==> config.mk <==
export PLATFORM = sky130hd
export DESIGN_NAME = fe_sync_mem
export DESIGN_NICKNAME = d
export VERILOG_FILES = /design/src/rtl/fe_sync_pkg.sv /design/src/rtl/fe_op_decode.sv /design/src/rtl/fe_tag_store.sv /design/src/rtl/fe_data_store.sv /design/src/rtl/fe_sync_mem.sv
export SDC_FILE = /design/constraint.sdc
export NUM_CORES = 2
export LEC_CHECK = 0
export BUFFER_PORTS_ARGS = -buffer_cell sky130_fd_sc_hd__buf_2
export CAP_MARGIN = 10
export CORE_MARGIN = 2
export CORE_UTILIZATION = 57
export DETAILED_ROUTE_END_ITERATION = 16
export GPL_TIMING_DRIVEN = 1
export PLACE_DENSITY = 0.79
export SYNTH_ARGS = -nofsm -noshare
export SYNTH_HDL_FRONTEND = slang
export SYNTH_SLANG_ARGS = --single-unit
export TNS_END_PERCENT = 100
==> constraint.sdc <==
create_clock -name clk -period 3.4 [get_ports clk]
set_clock_uncertainty 0.15 [all_clocks]
set_input_delay 0.17 -clock clk [delete_from_list [all_inputs] [get_ports clk]]
set_output_delay 0.17 -clock clk [all_outputs]
set_load 0.02 [all_outputs]
==> src/rtl/fe_sync_pkg.sv <==
package fe_sync_pkg;

    typedef enum logic [2:0] {
        OP_IDLE     = 3'd0,
        OP_RD_PLAIN = 3'd1,
        OP_WR_PLAIN = 3'd2,
        OP_RD_WAIT  = 3'd3,
        OP_RD_TAKE  = 3'd4,
        OP_WR_FILL  = 3'd5,
        OP_WR_CHECK = 3'd6,
        OP_RSVD     = 3'd7
    } fe_op_e;

    typedef struct packed {
        logic done;
        logic trap;
        logic rd;
        logic wr;
        logic set_full;
        logic clr_full;
    } fe_action_t;

    function automatic logic op_needs_full(fe_op_e op);
        return (op == OP_RD_WAIT) || (op == OP_RD_TAKE);
    endfunction

endpackage

==> src/rtl/fe_op_decode.sv <==
module fe_op_decode
    import fe_sync_pkg::*;
(
    input  logic       valid,
    input  fe_op_e     op,
    input  logic       cur_full,
    output fe_action_t act
);
    always_comb begin
        act = '0;
        if (valid) begin
            act.done = 1'b1;
            if (op_needs_full(op) && !cur_full) begin
                act.trap = 1'b1;
            end else if (op == OP_WR_CHECK && cur_full) begin
                act.trap = 1'b1;
            end else begin
                unique case (op)
                    OP_RD_PLAIN, OP_RD_WAIT: act.rd = 1'b1;
                    OP_RD_TAKE: begin
                        act.rd       = 1'b1;
                        act.clr_full = 1'b1;
                    end
                    OP_WR_PLAIN: act.wr = 1'b1;
                    OP_WR_FILL, OP_WR_CHECK: begin
                        act.wr       = 1'b1;
                        act.set_full = 1'b1;
                    end
                    default: ;
                endcase
            end
        end
    end
endmodule

==> src/rtl/fe_tag_store.sv <==
module fe_tag_store #(
    parameter int ADDR_W = 6,
    parameter int WPL    = 4
) (
    input  logic              clk,
    input  logic              rst,
    input  logic [ADDR_W-1:0] addr,
    input  logic              set_en,
    input  logic              clr_en,
    output logic              cur_full
);
    localparam int OFF_W  = $clog2(WPL);
    localparam int LINE_W = ADDR_W - OFF_W;
    localparam int LINES  = (1 << ADDR_W) / WPL;

    logic [LINE_W-1:0]           line_sel;
    logic [OFF_W-1:0]            word_sel;
    logic [LINES-1:0][WPL-1:0]   line_bits;

    assign line_sel = addr[ADDR_W-1:OFF_W];
    assign word_sel = addr[OFF_W-1:0];

    for (genvar g = 0; g < LINES; g++) begin : g_line
        logic [WPL-1:0] line_q;
        always_ff @(posedge clk) begin
            if (rst) begin
                line_q <= '0;
            end else if (line_sel == LINE_W'(g)) begin
                if (set_en)      line_q[word_sel] <= 1'b1;
                else if (clr_en) line_q[word_sel] <= 1'b0;
            end
        end
        assign line_bits[g] = line_q;
    end

    assign cur_full = line_bits[line_sel][word_sel];

    assert_no_set_and_clear_R7: assert property (@(posedge clk) disable iff (rst)
        !(set_en && clr_en));

    assert_set_makes_full_R5: assert property (@(posedge clk) disable iff (rst)
        set_en && $stable(addr) |=> cur_full);
endmodule

==> src/rtl/fe_data_store.sv <==
module fe_data_store #(
    parameter int ADDR_W = 6,
    parameter int DATA_W = 32
) (
    input  logic              clk,
    input  logic              rst,
    input  logic [ADDR_W-1:0] addr,
    input  logic              wr_en,
    input  logic [DATA_W-1:0] wdata,
    output logic [DATA_W-1:0] rdata
);
    localparam int DEPTH = 1 << ADDR_W;

    logic [DATA_W-1:0] mem [DEPTH];

    always_ff @(posedge clk) begin
        if (rst) begin
            for (int i = 0; i < DEPTH; i++) mem[i] <= '0;
        end else if (wr_en) begin
            mem[addr] <= wdata;
        end
    end

    assign rdata = mem[addr];

    assert_write_lands_R5: assert property (@(posedge clk) disable iff (rst)
        wr_en && $stable(addr) |=> rdata == $past(wdata));
endmodule

==> src/rtl/fe_sync_mem.sv <==
module fe_sync_mem
    import fe_sync_pkg::*;
#(
    parameter int ADDR_W = 6,
    parameter int DATA_W = 32,
    parameter int WPL    = 4
) (
    input  logic              clk,
    input  logic              rst,
    input  logic              req_valid,
    input  logic [2:0]        req_op,
    input  logic [ADDR_W-1:0] req_addr,
    input  logic [DATA_W-1:0] req_wdata,
    output logic              resp_done,
    output logic              resp_trap,
    output logic [DATA_W-1:0] resp_rdata
);
    fe_op_e            op;
    fe_action_t        act;
    logic              cur_full;
    logic [DATA_W-1:0] word_q;

    assign op = fe_op_e'(req_op);

    fe_op_decode u_decode (
        .valid    (req_valid),
        .op       (op),
        .cur_full (cur_full),
        .act      (act)
    );

    fe_tag_store #(.ADDR_W(ADDR_W), .WPL(WPL)) u_tags (
        .clk      (clk),
        .rst      (rst),
        .addr     (req_addr),
        .set_en   (act.set_full),
        .clr_en   (act.clr_full),
        .cur_full (cur_full)
    );

    fe_data_store #(.ADDR_W(ADDR_W), .DATA_W(DATA_W)) u_data (
        .clk   (clk),
        .rst   (rst),
        .addr  (req_addr),
        .wr_en (act.wr),
        .wdata (req_wdata),
        .rdata (word_q)
    );

    always_ff @(posedge clk) begin
        if (rst) begin
            resp_done  <= 1'b0;
            resp_trap  <= 1'b0;
            resp_rdata <= '0;
        end else begin
            resp_done  <= act.done;
            resp_trap  <= act.trap;
            resp_rdata <= act.rd ? word_q : '0;
        end
    end

    assert_trap_needs_done_R8: assert property (@(posedge clk) disable iff (rst)
        resp_trap |-> resp_done);

    assert_done_tracks_req_R8: assert property (@(posedge clk) disable iff (rst)
        !$past(rst) |-> resp_done == $past(req_valid));

    assert_empty_read_traps_R3: assert property (@(posedge clk) disable iff (rst)
        req_valid && op_needs_full(op) && !cur_full |=> resp_trap && resp_rdata == '0);

    assert_fill_no_trap_R5: assert property (@(posedge clk) disable iff (rst)
        req_valid && op == OP_WR_FILL |=> resp_done && !resp_trap);

    assert_check_full_traps_R6: assert property (@(posedge clk) disable iff (rst)
        req_valid && op == OP_WR_CHECK && cur_full |=> resp_trap);

    assert_take_empties_R4: assert property (@(posedge clk) disable iff (rst)
        req_valid && op == OP_RD_TAKE && cur_full ##1 $stable(req_addr) |-> !cur_full);
endmodule

==> flow_metrics.env <==
export IMPL_dpl_cell_area_um2=105300
export IMPL_fp_dieH_um=420.6
export IMPL_synth_xor_area_share_pct=0
export IMPL_vias=65503
export IMPL_die_x_um=420.6
export IMPL_grt_pass1_vias=63687
export IMPL_ys_seq_elements=2146
export IMPL_multiInputGateArea_um2=31280
export IMPL_syn_num_nets=6493
export IMPL_seqCellArea_um2=63460
export IMPL_final_min_clock_period_ns=3.377
export IMPL_maxSlewViolCount=0
export IMPL_worstSkewPairLatency_ns=0.88
export IMPL_p_leak_nw=46.13
export IMPL_whs_ns=0.06608
export IMPL_synth_area_um2=98930
export IMPL_wl_um=323100
export IMPL_finalSetupViolCount=0
export IMPL_start_util_pct=57.48
export IMPL_nets=6603
export IMPL_avgRoutedWirePerCell_um=35.61
export IMPL_synth_cell_types=64
export IMPL_fin_crit_sh_pct=99.33
export IMPL_peakVddDrop_uv=558.1
export IMPL_ys_seq_area_share_pct=64.15
export IMPL_dieArea_um2=176900
export IMPL_core_area_um2=172100
export IMPL_worstMarginPinSlew_ns=1.380
export IMPL_synth_compound_area_share_pct=3.209
export IMPL_detail_route_first_pass_iterations=9
export IMPL_outcome="finished clean"
export IMPL_cts_tree="done"
export IMPL_dp_slack_ns=-0.06907
export IMPL_yosysTopAreaCell="edfxtp_1"
export IMPL_hold_class="in -> reg"
export IMPL_cts_root_buffer="clkbuf_16"
export IMPL_drc=0
export IMPL_rsz0062_at_grt="yes"
export IMPL_maxCapViolations=0
export IMPL_critPathKind="reg -> reg"
export IMPL_synthFlopType="edfxtp_1"
export IMPL_startpoint_type="flop"
export IMPL_cts_made_buffers=210
export IMPL_drtAntennaViolNets=0
export IMPL_first_iter_violations=12488
export IMPL_layout_setup_ws_ns=0.02284
export IMPL_grt_pass1_wl_um=456900
export IMPL_synth_top_family_by_area="simple AND/OR/NAND/NOR gates"
export IMPL_antenna_found_initial=47
export IMPL_yosys_area_share_simple_pct=14.41
export IMPL_cts_sinks=2146
export IMPL_grt_total_usage_pct=36.61
export IMPL_yosys_area_top_type_share_pct=62.17
export IMPL_async_flop_share_pct=0
export IMPL_port_buffers=77
export IMPL_area_delta_synth_final_pct=13.94
export IMPL_htreeDepth=4
export IMPL_synthAdderAreaFrac_pct=0
export IMPL_synthCells=6449
export IMPL_globalRouteOverflowTotal=0
export IMPL_drive_gt1_share_pct=26.75
export IMPL_num_rows=152
export IMPL_slew_limit_headroom_pct=7.980
export IMPL_fin_area_um2=112700
export IMPL_synth_edf_count=2048
export IMPL_dp_hpwl_um=206500
export IMPL_final_common_cell="and3_1"
export IMPL_timing_fmax_mhz=296.1
export IMPL_muxShareOfSynthArea_pct=13.60
export IMPL_clockBufferDepth=3
export IMPL_synth_warnings=0
export IMPL_clk_pin_slew_ns=0.06
export IMPL_final_cell_mix="2052 x and3_1, 2048 x edfxtp_1, 559 x mux4_2, 495 x buf_4, 213 x clkbuf_16"
export IMPL_worstPathArrival_ns=3.82
export IMPL_ys_top_cells_by_area="edfxtp_1 62%, and3_1 13%, mux4_2 13%"
export IMPL_powerDensity_nw_per_um2=531.7
export IMPL_grt_max_degree=96
export IMPL_gp_congestion=1.066
export IMPL_finalHoldViolCount=0
export IMPL_cp_required_ns=3.84
export IMPL_cp_max_fo=52
export IMPL_fillers=11107
export IMPL_syn_mean_instance_area_um2=15.34
export IMPL_viasPerCell=7.219
export IMPL_endpoint_kind="flop"
export IMPL_ioPinCount=78
cells in the mapped netlist (4+ instances only):
| cell type | number |
|---|---|
| a31oi_1 | 4 |
| a41oi_1 | 8 |
| nand4b_1 | 8 |
| a22o_1 | 13 |
| nor3_1 | 18 |
| buf_12 | 11 |
| mux4_2 | 559 |
| a21o_1 | 65 |
| mux2_2 | 25 |
| nand4_1 | 20 |
| buf_6 | 112 |
| o22ai_1 | 12 |
| nor2_1 | 121 |
| nor2b_1 | 6 |
| inv_1 | 4 |
| o211a_1 | 8 |
| a221oi_1 | 12 |
| buf_4 | 30 |
| dfxtp_1 | 98 |
| nand2_1 | 70 |
| o21a_1 | 8 |
| mux2i_1 | 58 |
| and3_1 | 2052 |
| a22oi_1 | 122 |
| nand2b_1 | 15 |
| a21oi_1 | 47 |
| clkbuf_1 | 566 |
| a311oi_1 | 15 |
| o21ai_0 | 5 |
| nand3_1 | 30 |
| a32o_1 | 14 |
| a211oi_1 | 12 |
| buf_1 | 86 |
| a2111oi_0 | 20 |
| edfxtp_1 | 2048 |
| buf_2 | 82 |
| o221a_2 | 14 |
| or3_1 | 4 |
| o211ai_1 | 11 |
report_power, final:
group | leakage (nW) | internal (mW) | switching (mW) | total, mW
registers | 20.2 | 30.1 | 0.408 | 30.5
clock network | 3.30 | 12.9 | 10.4 | 23.3
logic | 22.6 | 2.19 | 3.93 | 6.12
cell families after synthesis:
kind of cell	count (synthesis)
compound gates	411
flops	2146
buf+inv	892
simple gates	2358
mux	642
final cells by class:
type | instances | area share (%)
clock buffer | 264 | 4.898
tap | 2310 | 2.564
clock inverter | 132 | 1.169
timing repair buffer | 786 | 7.255
inverter | 4 | 0.01332
antenna | 21 | 0.04662
multi-input combinational | 3411 | 27.75
sequential | 2146 | 56.30
worst max-delay path: stages, from the launching register on:
cell and delay, ns:
dfxtp_1 0.31, mux4_2 0.46, a22oi_1 0.24, o21ai_2 0.13, nor3_1 0.31, nor3_1 0.11
o32a_4 0.39, buf_12 0.16, clkbuf_16 0.20, buf_4 0.22, buf_12 0.19, and3_1 0.19
registers in the layout (all words and copies together) (netlist names), named ones only:
register and cells:
u_data.mem 2048, resp_rdata 32, resp_done 1, resp_trap 1
per-layer routing:
layer	routed length, µm	global-route usage, %
met3	51570	13.36
met4	27570	26.38
met1	101700	45.78
met2	142100	52.82
met5	244	0
worst paths after layout:
check | from | endpoint | slack (ns) | cells past startpoint
worst max-delay path | flop | u_data.mem[6][19] | 0.02 | 11
worst min-delay path | req_wdata[31] | u_data.mem[35][31] | 0.07 | 2
worst max register to register | flop | u_data.mem[6][19] | 0.02 | 11
worst min register to register | flop | flop | 0.31 | 2
through the flow:
| step | power [mW] | setup TNS, ns | util (%) | cells |
|---|---|---|---|---|
| 5_1_grt | 60.99 | -0.01043 | 65.46 | 9054 |
| 3_3_place_gp | 36.61 | -5.289 | 61.21 | 8620 |
| 4_1_cts | 59.59 | 0 | 65.38 | 9051 |
| 2_1_floorplan | 34.03 | 0 | - | 6449 |
| 6_report | 59.93 | 0 | 65.49 | 9074 |
| 3_5_place_dp | 36.80 | -10.04 | 61.21 | 8620 |
what timing repair did:
action	in CTS	in global routing
hold buffers	35	0
resized for setup	0	15
endpoints found under the setup margin	0	943
buffers inserted	0	1
endpoints found under the hold margin	779	0
(Power assumes the default switching activity.)
